## config.mk

```make
export PLATFORM = sky130hd
export DESIGN_NAME = pxbus_demux
export DESIGN_NICKNAME = d
export VERILOG_FILES = /design/src/rtl/pxbus_demux_pkg.sv /design/src/rtl/pxbus_rise_sampler.sv /design/src/rtl/pxbus_pixel_packer.sv /design/src/rtl/pxbus_frame_aligner.sv /design/src/rtl/pxbus_demux.sv
export SDC_FILE = /design/constraint.sdc
export NUM_CORES = 1
export LEC_CHECK = 0
export BUFFER_PORTS_ARGS = -buffer_cell sky130_fd_sc_hd__buf_2
export CAP_MARGIN = 10
export CORE_UTILIZATION = 45
export CTS_CLUSTER_DIAMETER = 40
export DETAILED_ROUTE_END_ITERATION = 8
export GPL_ROUTABILITY_DRIVEN = 0
export PLACE_DENSITY = 0.78
export SLEW_MARGIN = 5
export SYNTH_ARGS = -nofsm -noshare
export SYNTH_HDL_FRONTEND = slang
export SYNTH_HIERARCHICAL = 1
export SYNTH_SLANG_ARGS = --single-unit
```

## constraint.sdc

```tcl
create_clock -name clk -period 1.7 [get_ports clk]
set_input_delay 0.425 -clock clk [delete_from_list [all_inputs] [get_ports clk]]
set_output_delay 0.425 -clock clk [all_outputs]
set_load 0.03 [all_outputs]
```

## src/rtl/pxbus_demux_pkg.sv

```systemverilog
package pxbus_demux_pkg;
  typedef enum logic [1:0] {
    ALIGN_IDLE = 2'd0,
    ALIGN_SKIP = 2'd1,
    ALIGN_RUN  = 2'd2
  } align_state_t;
endpackage

```

## src/rtl/pxbus_rise_sampler.sv

```systemverilog
module pxbus_rise_sampler #(
  parameter int LANES = 9
) (
  input  logic             clk,
  input  logic             rst,
  input  logic [LANES-1:0] lanes_i,
  input  logic             invert_i,
  output logic [LANES-1:0] half_q
);
  logic [LANES-1:0] flip_mask;

  always_comb flip_mask = {LANES{invert_i}};

  always_ff @(posedge clk) begin
    if (rst) half_q <= '0;
    else     half_q <= lanes_i ^ flip_mask;
  end
endmodule

```

## src/rtl/pxbus_pixel_packer.sv

```systemverilog
module pxbus_pixel_packer #(
  parameter int N_COLOURS = 3,
  parameter int CH_BITS   = 6,
  localparam int PAIRS    = CH_BITS / 2,
  localparam int LANES    = N_COLOURS * PAIRS,
  localparam int WORD     = N_COLOURS * CH_BITS
) (
  input  logic             clk,
  input  logic             rst,
  input  logic [LANES-1:0] first_half_i,
  input  logic [LANES-1:0] lanes_i,
  input  logic             invert_i,
  output logic [WORD-1:0]  pixel_q
);
  logic [LANES-1:0] second_half;
  logic [WORD-1:0]  joined;

  always_comb second_half = lanes_i ^ {LANES{invert_i}};

  for (genvar c = 0; c < N_COLOURS; c++) begin : g_colour
    for (genvar p = 0; p < PAIRS; p++) begin : g_pair
      assign joined[c*CH_BITS + 2*p]     = first_half_i[c*PAIRS + p];
      assign joined[c*CH_BITS + 2*p + 1] = second_half[c*PAIRS + p];
    end
  end

  always_ff @(negedge clk) begin
    if (rst) pixel_q <= '0;
    else     pixel_q <= joined;
  end

  AST_RESET_CLEARS_WORD: assert property (@(negedge clk) rst |=> (pixel_q == '0))
    else $error("pixel word not cleared by reset");
endmodule

```

## src/rtl/pxbus_frame_aligner.sv

```systemverilog
module pxbus_frame_aligner
  import pxbus_demux_pkg::*;
(
  input  logic clk,
  input  logic rst,
  input  logic start_i,
  input  logic enable_i,
  output logic valid_q
);
  align_state_t state_q;

  always_ff @(negedge clk) begin
    if (rst) begin
      state_q <= ALIGN_IDLE;
      valid_q <= 1'b0;
    end else if (start_i) begin
      state_q <= ALIGN_SKIP;
      valid_q <= 1'b0;
    end else begin
      unique case (state_q)
        ALIGN_IDLE: valid_q <= 1'b0;
        ALIGN_SKIP: begin
          state_q <= ALIGN_RUN;
          valid_q <= 1'b0;
        end
        ALIGN_RUN:  valid_q <= enable_i;
        default: begin
          state_q <= ALIGN_IDLE;
          valid_q <= 1'b0;
        end
      endcase
    end
  end

  AST_RESET_DROPS_VALID: assert property (@(negedge clk) rst |=> !valid_q)
    else $error("valid survives reset");
  AST_VALID_NEEDS_ENABLE: assert property (@(negedge clk) disable iff (rst)
      valid_q |-> $past(enable_i))
    else $error("valid without enable");
  AST_START_BLANKS: assert property (@(negedge clk) disable iff (rst)
      start_i |=> !valid_q)
    else $error("pixel at start edge flagged valid");
  AST_SECOND_EDGE_LIVE: assert property (@(negedge clk) disable iff (rst)
      ($past(start_i, 2) && !$past(start_i) && !start_i && enable_i) |=> valid_q)
    else $error("second edge after start not valid");
endmodule

```

## src/rtl/pxbus_demux.sv

```systemverilog
module pxbus_demux #(
  parameter int N_COLOURS = 3,
  parameter int CH_BITS   = 6,
  localparam int LANES    = N_COLOURS * (CH_BITS / 2),
  localparam int WORD     = N_COLOURS * CH_BITS
) (
  input  logic             clk,
  input  logic             rst,
  input  logic [LANES-1:0] lanes_i,
  input  logic             invert_i,
  input  logic             start_i,
  input  logic             enable_i,
  output logic [WORD-1:0]  pixel_o,
  output logic             pixel_valid
);
  logic [LANES-1:0] first_half;

  pxbus_rise_sampler #(.LANES(LANES)) u_rise (
    .clk      (clk),
    .rst      (rst),
    .lanes_i  (lanes_i),
    .invert_i (invert_i),
    .half_q   (first_half)
  );

  pxbus_pixel_packer #(.N_COLOURS(N_COLOURS), .CH_BITS(CH_BITS)) u_pack (
    .clk          (clk),
    .rst          (rst),
    .first_half_i (first_half),
    .lanes_i      (lanes_i),
    .invert_i     (invert_i),
    .pixel_q      (pixel_o)
  );

  pxbus_frame_aligner u_align (
    .clk      (clk),
    .rst      (rst),
    .start_i  (start_i),
    .enable_i (enable_i),
    .valid_q  (pixel_valid)
  );

  AST_PIXEL_FROM_RISE_HALF: assert property (@(negedge clk) disable iff (rst)
      1'b1 |=> (pixel_o[0] == $past(first_half[0])))
    else $error("red bit 0 not taken from rising half");
endmodule

```

* Word-level counts from Yosys, hierarchy flattened
Index checks and enable logic that the tools add are counted.
** Word-level totals
- Bits in registers :: 30
- Bits in read-only memories :: 0
- Memories :: 0
- Memory bits (writable) :: 0
- Latch bits :: 0
** Operators by class
- Bitwise gates (word level) :: 2
- Divide/modulo/power cells :: 0
- Mux-type cells :: 2
- $lt $le $gt $ge :: 0
- Reductions and logical operators :: 4
- Eq/ne operators :: 3
- $mul :: 0
- Add/sub/neg operators :: 0
- Shift operators :: 0
** Operators with widths (number)
- $xor 9x9->9 :: 1
- $pmux 2 s2 :: 1
- $reduce_or 2->1 :: 2
- $reduce_or 3->1 :: 1
- $eq 2x1->1 const B :: 1
- $eq 2x2->1 const B :: 1
- $logic_not 2->1 :: 1
- $ne 2x1->1 const B :: 1
- $mux 1 :: 1
- $not 1->1 :: 1

* Depth between registers and ports, before layout
- Depth in word-level cells :: 4
- Depth in mapped cells :: 3

* Modules after synthesis
The synthesis kept the hierarchy.
** By module, submodules not included
- pxbus_pixel_packer :: times used 1, cells each 48, area an instance 586.8 um2
- pxbus_rise_sampler :: times used 1, cells each 29, area an instance 307.8 um2
- pxbus_frame_aligner :: times used 1, cells each 9, area an instance 105.1 um2

==> metrics.md <==
| Metric | Value |
|---|---|
| Hold crit path type | in2reg |
| R2r setup slk | 0.32 ns |
| Leak Pwr | 0.7885 nW |
| Clock H-tree levels | 2 |
| Async set-or-reset flop fraction in the synthesized netlist | 0% |
| Total CTS buffers | 5 |
| First drt pass iteration count | 4 |
| Terminus of the critical flop-to-flop path | u_pack/pixel_q[14] |
| CP Class | reg2out |
| Vias per Instance | 4.194 |
| Die ar. | 0.002414 sq mm |
| Slack of the critical path | -0.4130 ns |
| Slowest stage cell, crit path | dfxtp_2 |
| Adder-cell share of the synthesized area | 0% |
| Hold depth | 4 |
| Simple-Gate Fraction of Synth Area | 18.77% |
| Multiplexer share of the synthesized area | 0% |
| Top post-synthesis cells by area | dfxtp_1 60%, xnor2_1 17%, nor2_2 5.6% |
| Final setup viols | 19 |
| DRC | 0 |
| XOR/XNOR share of the synthesized area | 16.65% |
| Startpoint Class | flop |
| Leading area contributor after synthesis | dfxtp_1 |
| Worst path cell trace | buf_6 |
| Routed via count | 780 |
| Longest Clk Path Bufs | 2 |
| Layout Nets | 172 |
| Placed Area | 0.001328 sq mm |
| CTS root buf | clkbuf_4 |
| Detail Route Antenna Nets | 0 |
| Congestion Overflow GR | 0 |
| Mapped Area | 999.7 sq um |
| Grt met3 use | 7.788% |
| Avg Cell Area, Syn | 11.62 sq um |
| Setup Skew | 0.05699 ns |
| Hold EP | u_rise/half_q[1] |
| Clock transition at path regs | 0.10 ns |
| Core ar. | 0.002022 sq mm |
| Max_slew headroom | 78.61% |
| Worst Path Required | 1.27 ns |
| DR WL/cell | 9.957 um |
| Warnings from Yosys | 6 |
| Die W | 49.14 um |
| Max VDD drop | 0.0008616 V |
| Number of port buffers | 32 |
| Failing checks | setup timing |
| DPL Wire Length | 1.194 mm |
| Post-synthesis compound-gate area fraction | 0% |
| WP buf/inv | 1 |
| Slew Limit Fails | 0 |
| Syn nets | 100 |
| Dominant cell by count in the synthesized netlist | dfxtp_1 |
| R2R cell count | 1 |
| Crit path max-delay family | flip-flops |
| Main combinational cell family by area after synthesis | simple AND/OR/NAND/NOR gates |
| Post-Place Worst Slack | -0.2187 ns |
| First-pass GRT wire length | 3.256 mm |
| Die height | 49.14 um |
| Largest net degree at the start of global routing | 14 |
| FP Rows | 16 |
| Worst r2r src | u_rise/half_q[7] |
| Synthesis-stage register bit count | 30 |
| Maximum fanout along the worst path | 1 |
| Least-Margin Pin Slew | 0.3209 ns |
| Clock Latency Late Sink | 0.39 ns |
| PwrDens | 1138 mW/mm^2 |
| Status | finished with violations |
| Sequential share of the synthesized area | 60.08% |
| Main flop type after synthesis | dfxtp_1 |
| GRT Util Overall | 19.05% |
| Library cells used by synthesis | 13 |
| Unrepaired setup endpoints after global routing | yes |
| Mapped Cells | 86 |
| Initial DRC count | 5 |
| Layer with the highest usage | met2 |
| Design Area, Final | 0.001603 sq mm |
| Setup TNS Final | -7.362 ns |
| I/O pin total | 33 |
| Post-synth top area share | 60.08% |
| WP data arrival | 1.69 ns |
| Share of layout cells above drive strength 1 | 55.35% |
| Num Clock Sinks | 30 |
| Hold_sp | lanes_i[1] |
| CTS tree | done |
| Synth-to-Final Area Change | 60.33% |
| Hold Vio Cnt, Final | 0 |
| Met1 usage in global routing | 17.38% |
| Vias in the first global route | 793 |
| Total wire length | 1.852 mm |
| Slowest cell delay on critical path | 0.32 ns |
| Antenna diodes | 0 |
| Initial antenna violation count | 0 |
| GR met2 Demand/Resource | 34.47% |
| Max cap viols | 0 |
| Starting Density | 49.44% |
| Setup crit end kind | output port |
| Commonest cells post-synth | 30 x dfxtp_1, 19 x xnor2_1, 9 x nor2_1, 9 x nor2_2, 5 x and2b_1 |
| Number of enable flip-flop cells after synthesis | 0 |
[worst min-delay path, cell delays in order]
cell and delay, ns:
buf_2 0.09, buf_4 0.10, xnor2_1 0.05, nor2_1 0.07
[cell usage in the layout, fill, tap and decap left out, types with 4 or more instances in the layout]
cell,synthesis,layout
inv_1,2,21
buf_6,3,19
xnor2_1,19,19
dfxtp_2,0,19
buf_4,0,17
buf_2,0,13
dfxtp_1,30,11
nor2_2,9,9
nor2_1,9,9
clkbuf_4,0,5
and2b_1,5,5
nor2b_1,4,4
[routing by layer]
layer	vias to the layer above	wire length, um	part of all wire [%]
li1	398	-	-
met1	351	663	36
met2	25	1034	56
met3	6	101	5.5
met4	0	52	2.8
met5	-	0	0
[layout make-up]
class / instances / area [sq um]
fillers: 133 / 419.2
clock buffers: 7 / 55.05
clock inverters: 22 / 108.9
repair buffers: 50 / 426.7
multi-input cells: 50 / 354.1
well taps: 27 / 33.78
flip-flops and latches: 30 / 624.3
[metrics by stage]
step / utilization (%) / hold slack [ns] / power [mW] / cells
after global placement: 65.66 / 0.4289 / 1.096 / 159
after CTS: 79.27 / 0.4215 / 1.843 / 186
after detailed placement: 65.66 / 0.4489 / 1.103 / 159
final: 79.27 / 0.4293 / 1.824 / 186
after global routing: 79.27 / 0.4334 / 1.962 / 186
after floorplan: - / 0.4249 / 1.014 / 86
[where the power goes]
part           switching (mW)  internal (mW)  leakage [nW]  total, mW
logic                   0.133          0.138         0.376      0.271
registers              0.0194          0.760         0.255      0.780
clock network           0.358          0.415         0.157      0.773
[registers in the layout, indices dropped and copies added, names as in the netlist]
signal	flops
u_pack/pixel_q	18
u_rise/half_q	9
u_align/state_q	2
u_align/valid_q	1
[repair_timing]
item                                    4_1_cts  5_1_grt
endpoints found under the setup margin       19       19
gates resized for setup                      38        0
hold endpoints to repair                      0        0
hold buffers                                  0        0
buffers inserted                              0        0
[worst max-delay path by stage]
stage,slack [ns],start,cells after the start,end
6_report,-0.41,u_pack/pixel_q[10],1,pixel_o[10]
2_1_floorplan,-0.03,invert_i,3,u_pack/pixel_q[11]
4_1_cts,-0.41,u_pack/pixel_q[10],1,pixel_o[10]
5_1_grt,-0.45,u_pack/pixel_q[1],1,pixel_o[1]
3_3_place_gp,-0.19,invert_i,3,u_pack/pixel_q[13]
3_5_place_dp,-0.22,invert_i,3,u_pack/pixel_q[15]
[cell families after synthesis]
logic type | Yosys count
simple gates | 31
buf+inv | 6
xor+xnor | 19
flops | 30
(Power assumes the default switching activity.)
